File: src/rtl/pio_bank.sv
module pio_bank #(
  parameter int NPINS = 32,
  parameter int AW    = 5
) (
  input  logic             clk,
  input  logic             rst_n,
  input  logic [AW-1:0]    bus_addr,
  input  logic [NPINS-1:0] bus_wdata,
  input  logic             bus_we,
  input  logic             bus_re,
  output logic [NPINS-1:0] bus_rdata,
  input  logic [NPINS-1:0] pad_in,
  output logic [NPINS-1:0] pad_out,
  output logic [NPINS-1:0] pad_oe,
  output logic [NPINS-1:0] pad_pu,
  input  logic [NPINS-1:0] pa_out,
  input  logic [NPINS-1:0] pa_oe,
  input  logic [NPINS-1:0] pb_out,
  input  logic [NPINS-1:0] pb_oe,
  output logic [NPINS-1:0] periph_in,
  output logic             irq
);
  localparam int NCFG = 6;
  localparam logic [AW-1:0] A_OE_SET = AW'(3);
  localparam logic [AW-1:0] A_OE_CLR = AW'(4);
  localparam logic [AW-1:0] A_SELA   = AW'(18);
  localparam logic [AW-1:0] A_SELB   = AW'(19);
  localparam logic [AW-1:0] A_SELST  = AW'(20);
  localparam logic [AW-1:0] A_DSET   = AW'(21);
  localparam logic [AW-1:0] A_DCLR   = AW'(22);
  localparam logic [AW-1:0] A_DST    = AW'(23);
  localparam logic [AW-1:0] A_PIN    = AW'(24);
  localparam logic [AW-1:0] A_ISR    = AW'(25);

  function automatic logic [NPINS-1:0] cfg_rst(input int k);
    return (k == 0 || k == 2) ? '1 : '0;
  endfunction

  logic [NPINS-1:0] cfg [NCFG];
  logic [NPINS-1:0] sel, dout;
  logic [NPINS-1:0] s1, s2, s3, lvl, lvl_d, isr;
  logic [NPINS-1:0] own, oe, pu, flt, od, im;
  logic [NPINS-1:0] src_out, src_oe, rd_mux;
  logic             isr_rd;

  assign own = cfg[0];
  assign oe  = cfg[1];
  assign pu  = cfg[2];
  assign flt = cfg[3];
  assign od  = cfg[4];
  assign im  = cfg[5];

  always_ff @(posedge clk or negedge rst_n) begin
    if (!rst_n) begin
      for (int k = 0; k < NCFG; k++) cfg[k] <= cfg_rst(k);
    end else if (bus_we) begin
      for (int k = 0; k < NCFG; k++) begin
        if (bus_addr == AW'(3*k))        cfg[k] <= cfg[k] | bus_wdata;
        else if (bus_addr == AW'(3*k+1)) cfg[k] <= cfg[k] & ~bus_wdata;
      end
    end
  end

  always_ff @(posedge clk or negedge rst_n) begin
    if (!rst_n) begin
      sel  <= '0;
      dout <= '0;
    end else if (bus_we) begin
      if (bus_addr == A_SELA) sel  <= sel & ~bus_wdata;
      if (bus_addr == A_SELB) sel  <= sel | bus_wdata;
      if (bus_addr == A_DSET) dout <= dout | bus_wdata;
      if (bus_addr == A_DCLR) dout <= dout & ~bus_wdata;
    end
  end

  assign lvl_d  = (~flt & s2) | (flt & ~(s2 ^ s3) & s2) | (flt & (s2 ^ s3) & lvl);
  assign isr_rd = bus_re && (bus_addr == A_ISR);

  always_ff @(posedge clk or negedge rst_n) begin
    if (!rst_n) begin
      s1  <= '0;
      s2  <= '0;
      s3  <= '0;
      lvl <= '0;
      isr <= '0;
    end else begin
      s1  <= pad_in;
      s2  <= s1;
      s3  <= s2;
      lvl <= lvl_d;
      isr <= (isr_rd ? '0 : isr) | (lvl_d ^ lvl);
    end
  end

  assign src_out   = (own & dout) | (~own & sel & pb_out) | (~own & ~sel & pa_out);
  assign src_oe    = (own & oe)   | (~own & sel & pb_oe)  | (~own & ~sel & pa_oe);
  assign pad_out   = src_out & ~od;
  assign pad_oe    = src_oe & ~(od & src_out);
  assign pad_pu    = pu;
  assign periph_in = lvl;
  assign irq       = |(isr & im);

  always_comb begin
    rd_mux = '0;
    for (int k = 0; k < NCFG; k++)
      if (bus_addr == AW'(3*k+2)) rd_mux = cfg[k];
    if (bus_addr == A_SELST) rd_mux = sel;
    if (bus_addr == A_DST)   rd_mux = dout;
    if (bus_addr == A_PIN)   rd_mux = lvl;
    if (bus_addr == A_ISR)   rd_mux = isr;
  end

  always_ff @(posedge clk or negedge rst_n) begin
    if (!rst_n)      bus_rdata <= '0;
    else if (bus_re) bus_rdata <= rd_mux;
  end


  oe_set_chk: assert property (@(posedge clk) disable iff (!rst_n)
    (bus_we && bus_addr == A_OE_SET) |=>
      ((oe & $past(bus_wdata)) == $past(bus_wdata)) &&
      ((oe & ~$past(bus_wdata)) == ($past(oe) & ~$past(bus_wdata))));


  oe_clr_chk: assert property (@(posedge clk) disable iff (!rst_n)
    (bus_we && bus_addr == A_OE_CLR) |=>
      ((oe & $past(bus_wdata)) == '0) &&
      ((oe & ~$past(bus_wdata)) == ($past(oe) & ~$past(bus_wdata))));


  isr_clear_chk: assert property (@(posedge clk) disable iff (!rst_n)
    (isr_rd && lvl_d == lvl) |=> (isr == '0));


  edge_latch_chk: assert property (@(posedge clk) disable iff (!rst_n)
    (lvl_d != lvl) |=> ((isr & $past(lvl_d ^ lvl)) == $past(lvl_d ^ lvl)));


  filt_hold_chk: assert property (@(posedge clk) disable iff (!rst_n)
    ((flt & (s2 ^ s3)) != '0) |=> ((lvl & $past(flt & (s2 ^ s3))) == ($past(lvl) & $past(flt & (s2 ^ s3)))));
endmodule

File: config.mk
export PLATFORM = sky130hd
export DESIGN_NAME = pio_bank
export DESIGN_NICKNAME = d
export VERILOG_FILES = /design/src/rtl/pio_bank.sv
export SDC_FILE = /design/constraint.sdc
export NUM_CORES = 1
export LEC_CHECK = 0
export ABC_CLOCK_PERIOD_IN_PS = 4950
export BUFFER_PORTS_ARGS = -buffer_cell sky130_fd_sc_hd__buf_2
export CORE_ASPECT_RATIO = 2
export CORE_MARGIN = 4
export CORE_UTILIZATION = 40
export DETAILED_ROUTE_END_ITERATION = 12
export GPL_TIMING_DRIVEN = 0
export SLEW_MARGIN = 30
export SYNTH_ARGS = -nofsm -noshare
export SYNTH_HDL_FRONTEND = slang
export SYNTH_SLANG_ARGS = --single-unit
File: constraint.sdc
create_clock -name clk -period 4.95 [get_ports clk]
set_clock_uncertainty 0.2 [all_clocks]
set_input_delay 0.2475 -clock clk [delete_from_list [all_inputs] [get_ports clk]]
set_output_delay 0.2475 -clock clk [all_outputs]
set_load 0.005 [all_outputs]
# Word-level counts from Yosys, hierarchy flattened
# Cells that the tools add are included.
classes:
  n_bitwise: 49
  n_reduce_logical: 19
  n_eq_ne: 25
  n_mux: 27
op_table:
  columns: ["cell", "count"]
  rows:
  - ["$mux W32", 27]
  - ["$and A32 B32 Y32", 25]
  - ["$or A32 B32 Y32", 15]
  - ["$not A32 Y32", 7]
  - ["$xor A32 B32 Y32", 2]
  - ["$eq A5 B5 Y1 const B", 10]
  - ["$eq A5 B4 Y1 const B", 8]
  - ["$reduce_or A32 Y1", 1]
  - ["$eq A5 B3 Y1 const B", 4]
  - ["$reduce_and A2 Y1", 8]
  - ["$reduce_bool A2 Y1", 8]
  - ["$eq A5 B2 Y1 const B", 2]
  - ["$eq A5 B1 Y1 const B", 1]
  - ["$logic_not A5 Y1", 1]
  - ["$logic_and A1 B1 Y1", 1]
word_totals:
  regBits: 448
  elab_cells: 134
  out_inout_bits: 161
  inputBits: 201

# Longest topological paths before layout
logic_depth:
  word_depth: 11
  mapped_depth: 9
  mapped_depth_nobuf: 5

# Worst setup path before layout
# Ideal clock, no wire load.
synth_timing:
  path_type: "in2reg"
  start: "input port bus_addr[3]"
  end: "register bus_rdata[10]"
  setup_time_ns: 0.125
  required_time_ns: 4.625
  arrival_ns: 1.577
  n_path_buf: 3
  cell_stages: 8
  setup_slack_ns: 3.048
  path_cell_list: "buf_2 buf_2 nor3b_4 nand2_1 buf_2 o22ai_1 nor3_1 o2bb2ai_1"
synth_between:
  elab_chain_cells: 11
  elab_cells_between_ends: 20
  cone_classes: "eq/ne (10); mux (10)"
synth_rtl:
  columns: ["item", "line_no", "source"]
  rows:
  - ["start, declared", "7", "input logic [AW-1:0] bus_addr,"]
  - ["$eq A5 B2 Y1", "106", "if (bus_addr == AW'(3*k+2)) rd_mux = cfg[k];"]
  - ["$mux W32 (6 in a row)", "106", null]
  - ["$mux W32", "107", "if (bus_addr == A_SELST) rd_mux = sel;"]
  - ["$mux W32", "108", "if (bus_addr == A_DST) rd_mux = dout;"]
  - ["$mux W32", "109", "if (bus_addr == A_PIN) rd_mux = lvl;"]
  - ["$mux W32 (*)", "110", "if (bus_addr == A_ISR) rd_mux = isr;"]
  - ["end signal, assigned", "115", "else if (bus_re) bus_rdata <= rd_mux;"]
  - ["end, declared", "11", "output logic [NPINS-1:0] bus_rdata,"]
# Every way passes the cells marked *; elsewhere a longest branch is shown, timed or not.
# A chain may end at the register's enable or synchronous reset.

# Worst setup path in the final report
layout_timing:
  start: "input port bus_addr[3]"
  end: "register bus_rdata[30]"
# The elaborated chain is that of the path after synthesis.

==> impl_metrics.toml <==
[sta]
finalCriticalPeriod_ns = 3.01
fin_crit_sh_pct = 60.9
relSlewSlack_pct = 19.6
rsz0062_at_grt = "no"
max_freq_ghz = 0.332
holdWs_ns = -0.00569
worstMarginPinSlew_ns = 1.21
finalMaxSlewViolations = 0
hold_viol_final = 2
tns_ns = 0
finalSetupViolCount = 0

[clock_tree]
root_buffer = "clkbuf_16"
clkTransAtPathRegs_ns = 0.06
numCtsBuffers = 44
cts_buffer_depth = 3
numClockSinks = 448
post_cts_resize_count = 0
htreeDepth = 2
cts_tree = "done"
clkLatencyLatePin_ns = 0.58
post_cts_buffers = 0

[final_layout]
finalInstanceArea_mm2 = 0.0279
nets = 2921
final_util_pct = 48.9
syn_to_final_growth_pct = 21.2
num-fill-cells = 5484
drive_above_1_share_pct = 28.1

[worst_setup_path]
crit_chain = "buf_2, buf_2, buf_2, nor3b_4, nand2_1, buf_2, o22ai_1, nor3_1, o2bb2ai_1"
path_common_cell = "buf_2"
critical_path_required_ns = 5.21
rrSetupSlack_ns = 3.02
cpLargestDelayFamily = "simple AND/OR/NAND/NOR gates"
path_class = "in2reg"
cp-end-kind = "flip-flop"
crit_path_max_fanout = 10
cp_num_buf_inv = 4
cp.arrival_ns = 3.27
cp_slowest_cell = "nand2_1"
critPathLaunchType = "primary input"
max_stage_delay_ns = 0.63

[min_path]
min_path_type = "in2async"

[pwr]
seq_power_share_pct = 47.1
leakage_uw = 0.0119
comb_power_share_pct = 15.8
ir_drop_v = 0.000270
swShare_pct = 29.9
cell_internal_pwr_uw = 6640
clkPwrFrac_pct = 37.1
power_density_mw_per_mm2 = 339
netSwitchingPower_uw = 2830
total_power_uw = 9460

[logic_synthesis]
syn_nets = 2476
synth_area_mm2 = 0.0230
ys_types = 71
yosys_warnings = 0
synth-seq-cells = 448
syn_inst = 2275
synth_edf_count = 0
ys_seq_area_share_pct = 49.0
postSynthAreaPerCell_um2 = 10.1
async_flop_share_pct = 100
ys.flop_type = "dfrtp_1"

[status]
failed_checks = "hold timing"
status = "finished with violations"

[floorplan]
die_y_um = 347
die-area_mm2 = 0.0617
rows = 124
start_util_pct = 40.3
fp.dieW_um = 178
core-area_mm2 = 0.0571
ios = 362

[global_routing]
grt_max_degree = 81
grt.overflow.total = 0
antenna_found_initial = 6
grt_pass1_wl_mm = 152
first_global_vias = 21500
grt_usage_pct = 34.3

[route]
wire_per_inst_um = 31.0
vias = 21300
wl_mm = 109
vias_per_cell = 6.06
dr.pass1.iters = 6
final_antenna_net_count = 0
drc = 0
drtIter0Drc = 2171

[placed_design]
place_hpwl_mm = 79.3
portBuffers = 328
gp_congestion = 1.04
place_area_mm2 = 0.0258

[run]
maxCapViolCount = 0
==> cells in the final DEF, fill, tap and decap left out, drive strengths merged, types with 63 or more instances in the layout <==
master	n
a21oi	264
buf	404
clkbuf	167
dfrtp	384
dfstp	64
dlygate4sd3	65
mux2	225
mux2i	64
nand2	274
nor2	94
o21ai	112
xnor2	63
==> worst reg2reg max path: stages, from the launching register on <==
cell	delay, ns
dfstp_2	0.64
or3b_2	0.46
a311oi_1	0.40
o31a_1	0.17
==> power by group through the flow <==
| stage | Sequential (uW) | Clock (uW) | Combinational [uW] |
|---|---|---|---|
| after CTS | 4440 | 3540 | 1480 |
| after floorplan | 4320 | 0 | 786 |
| final | 4460 | 3510 | 1490 |
| after global placement | 4500 | 0 | 1380 |
| after global routing | 4480 | 3680 | 1620 |
| after detailed placement | 4510 | 0 | 1430 |
==> cell families (layout without fill, tap and decap cells) <==
| family | after synthesis | in the layout | share of synthesized area (%) |
|---|---|---|---|
| AO/OA/AOI/OAI | 659 | 659 | 17.6 |
| buffers and inverters | 193 | 672 | 3.77 |
| other | 0 | 3 | 0 |
| XOR/XNOR | 63 | 63 | 2.40 |
| multiplexers | 289 | 289 | 13.8 |
| flip-flops | 448 | 448 | 49.0 |
| AND/OR/NAND/NOR | 623 | 623 | 13.4 |
==> repair_timing <==
item | in CTS | in global routing
hold buffers | 65 | 0
endpoints found under the hold margin | 467 | 0
setup endpoints to repair | 0 | 0
==> cell usage after synthesis (4+ instances only) <==
| cell | instances | area share [%] |
|---|---|---|
| dfrtp_1 | 384 | 42 |
| nand2_1 | 273 | 4.5 |
| a21oi_1 | 264 | 5.7 |
| mux2_2 | 197 | 9.6 |
| clkbuf_1 | 110 | 1.8 |
| o21ai_0 | 110 | 2.4 |
| nor2_1 | 92 | 1.5 |
| dfstp_2 | 64 | 7.3 |
| mux2i_1 | 64 | 2.8 |
| xnor2_1 | 63 | 2.4 |
| nand2b_1 | 58 | 1.6 |
| a21o_1 | 55 | 1.8 |
| buf_2 | 48 | 1.0 |
| a31oi_1 | 45 | 1.2 |
| o22ai_1 | 40 | 1.1 |
| nor2b_1 | 36 | 0.98 |
| o2bb2ai_1 | 29 | 1.1 |
| mux2_1 | 28 | 1.4 |
| nor3_1 | 28 | 0.61 |
| nor3b_1 | 27 | 0.88 |
| nand3b_1 | 26 | 0.85 |
| nand3_1 | 22 | 0.48 |
| a22oi_1 | 16 | 0.52 |
| and3_1 | 16 | 0.43 |
| inv_1 | 13 | 0.21 |
| a221o_1 | 12 | 0.52 |
| buf_4 | 12 | 0.39 |
| o21a_1 | 12 | 0.39 |
| o211ai_1 | 10 | 0.33 |
| o311ai_1 | 9 | 0.34 |
| o31ai_1 | 9 | 0.29 |
| a211oi_1 | 8 | 0.26 |
| a2bb2oi_1 | 6 | 0.23 |
| and2_1 | 6 | 0.16 |
| o311ai_0 | 6 | 0.23 |
| buf_1 | 5 | 0.082 |
| buf_6 | 5 | 0.24 |
| nor3_2 | 5 | 0.22 |
| or4_1 | 5 | 0.16 |
| nand4_1 | 4 | 0.11 |
| o211a_1 | 4 | 0.17 |
| o31a_1 | 4 | 0.15 |
==> metal layers <==
metal | vias up | GRT usage (%) | part of all wire [%]
li1 | 9024 | - | -
met1 | 10600 | 40.0 | 36
met2 | 1316 | 57.2 | 48
met3 | 369 | 5.36 | 7.3
met4 | 0 | 23.9 | 8.8
met5 | - | 0 | 0
==> path summary, 6_finish.rpt <==
| check | start | to | cells past startpoint |
|---|---|---|---|
| max | bus_addr[3] | bus_rdata[30] | 9 |
| min reg2reg | s1[3] | s2[3] | 0 |
| min | rst_n | asynchronous set/reset pin | 2 |
| min in group clk | pad_in[14] | s1[14] | 2 |
| max reg2reg | flip-flop | bus_rdata[21] | 3 |
| max in group asynchronous | rst_n | asynchronous set/reset pin | 5 |
==> through the flow <==
| step | hold slack, ns | setup slack, ns | cells |
|---|---|---|---|
| 3_3_place_gp | 0.133 | -5.81 | 3359 |
| 3_5_place_dp | 0.0193 | 1.47 | 3365 |
| 5_1_grt | 0.0461 | 1.97 | 3511 |
| 6_report | -0.00569 | 1.94 | 3513 |
| 4_1_cts | 0.00971 | 2.03 | 3510 |
| 2_1_floorplan | -0.248 | 3.05 | 2275 |
==> area by class of cell <==
class | count | area [um^2] | share of cell area (%)
Antenna cell | 3 | 7.51 | 0.0269
Timing Repair Buffer | 399 | 2470 | 8.84
Inverter | 13 | 48.8 | 0.175
Sequential cell | 448 | 11300 | 40.5
Clock inverter | 23 | 228 | 0.816
Buffer | 180 | 838 | 3.00
Tap cell | 756 | 946 | 3.39
Clock buffer | 57 | 1220 | 4.38
Multi-Input combinational cell | 1634 | 10900 | 38.9
(Power assumes the default switching activity.)
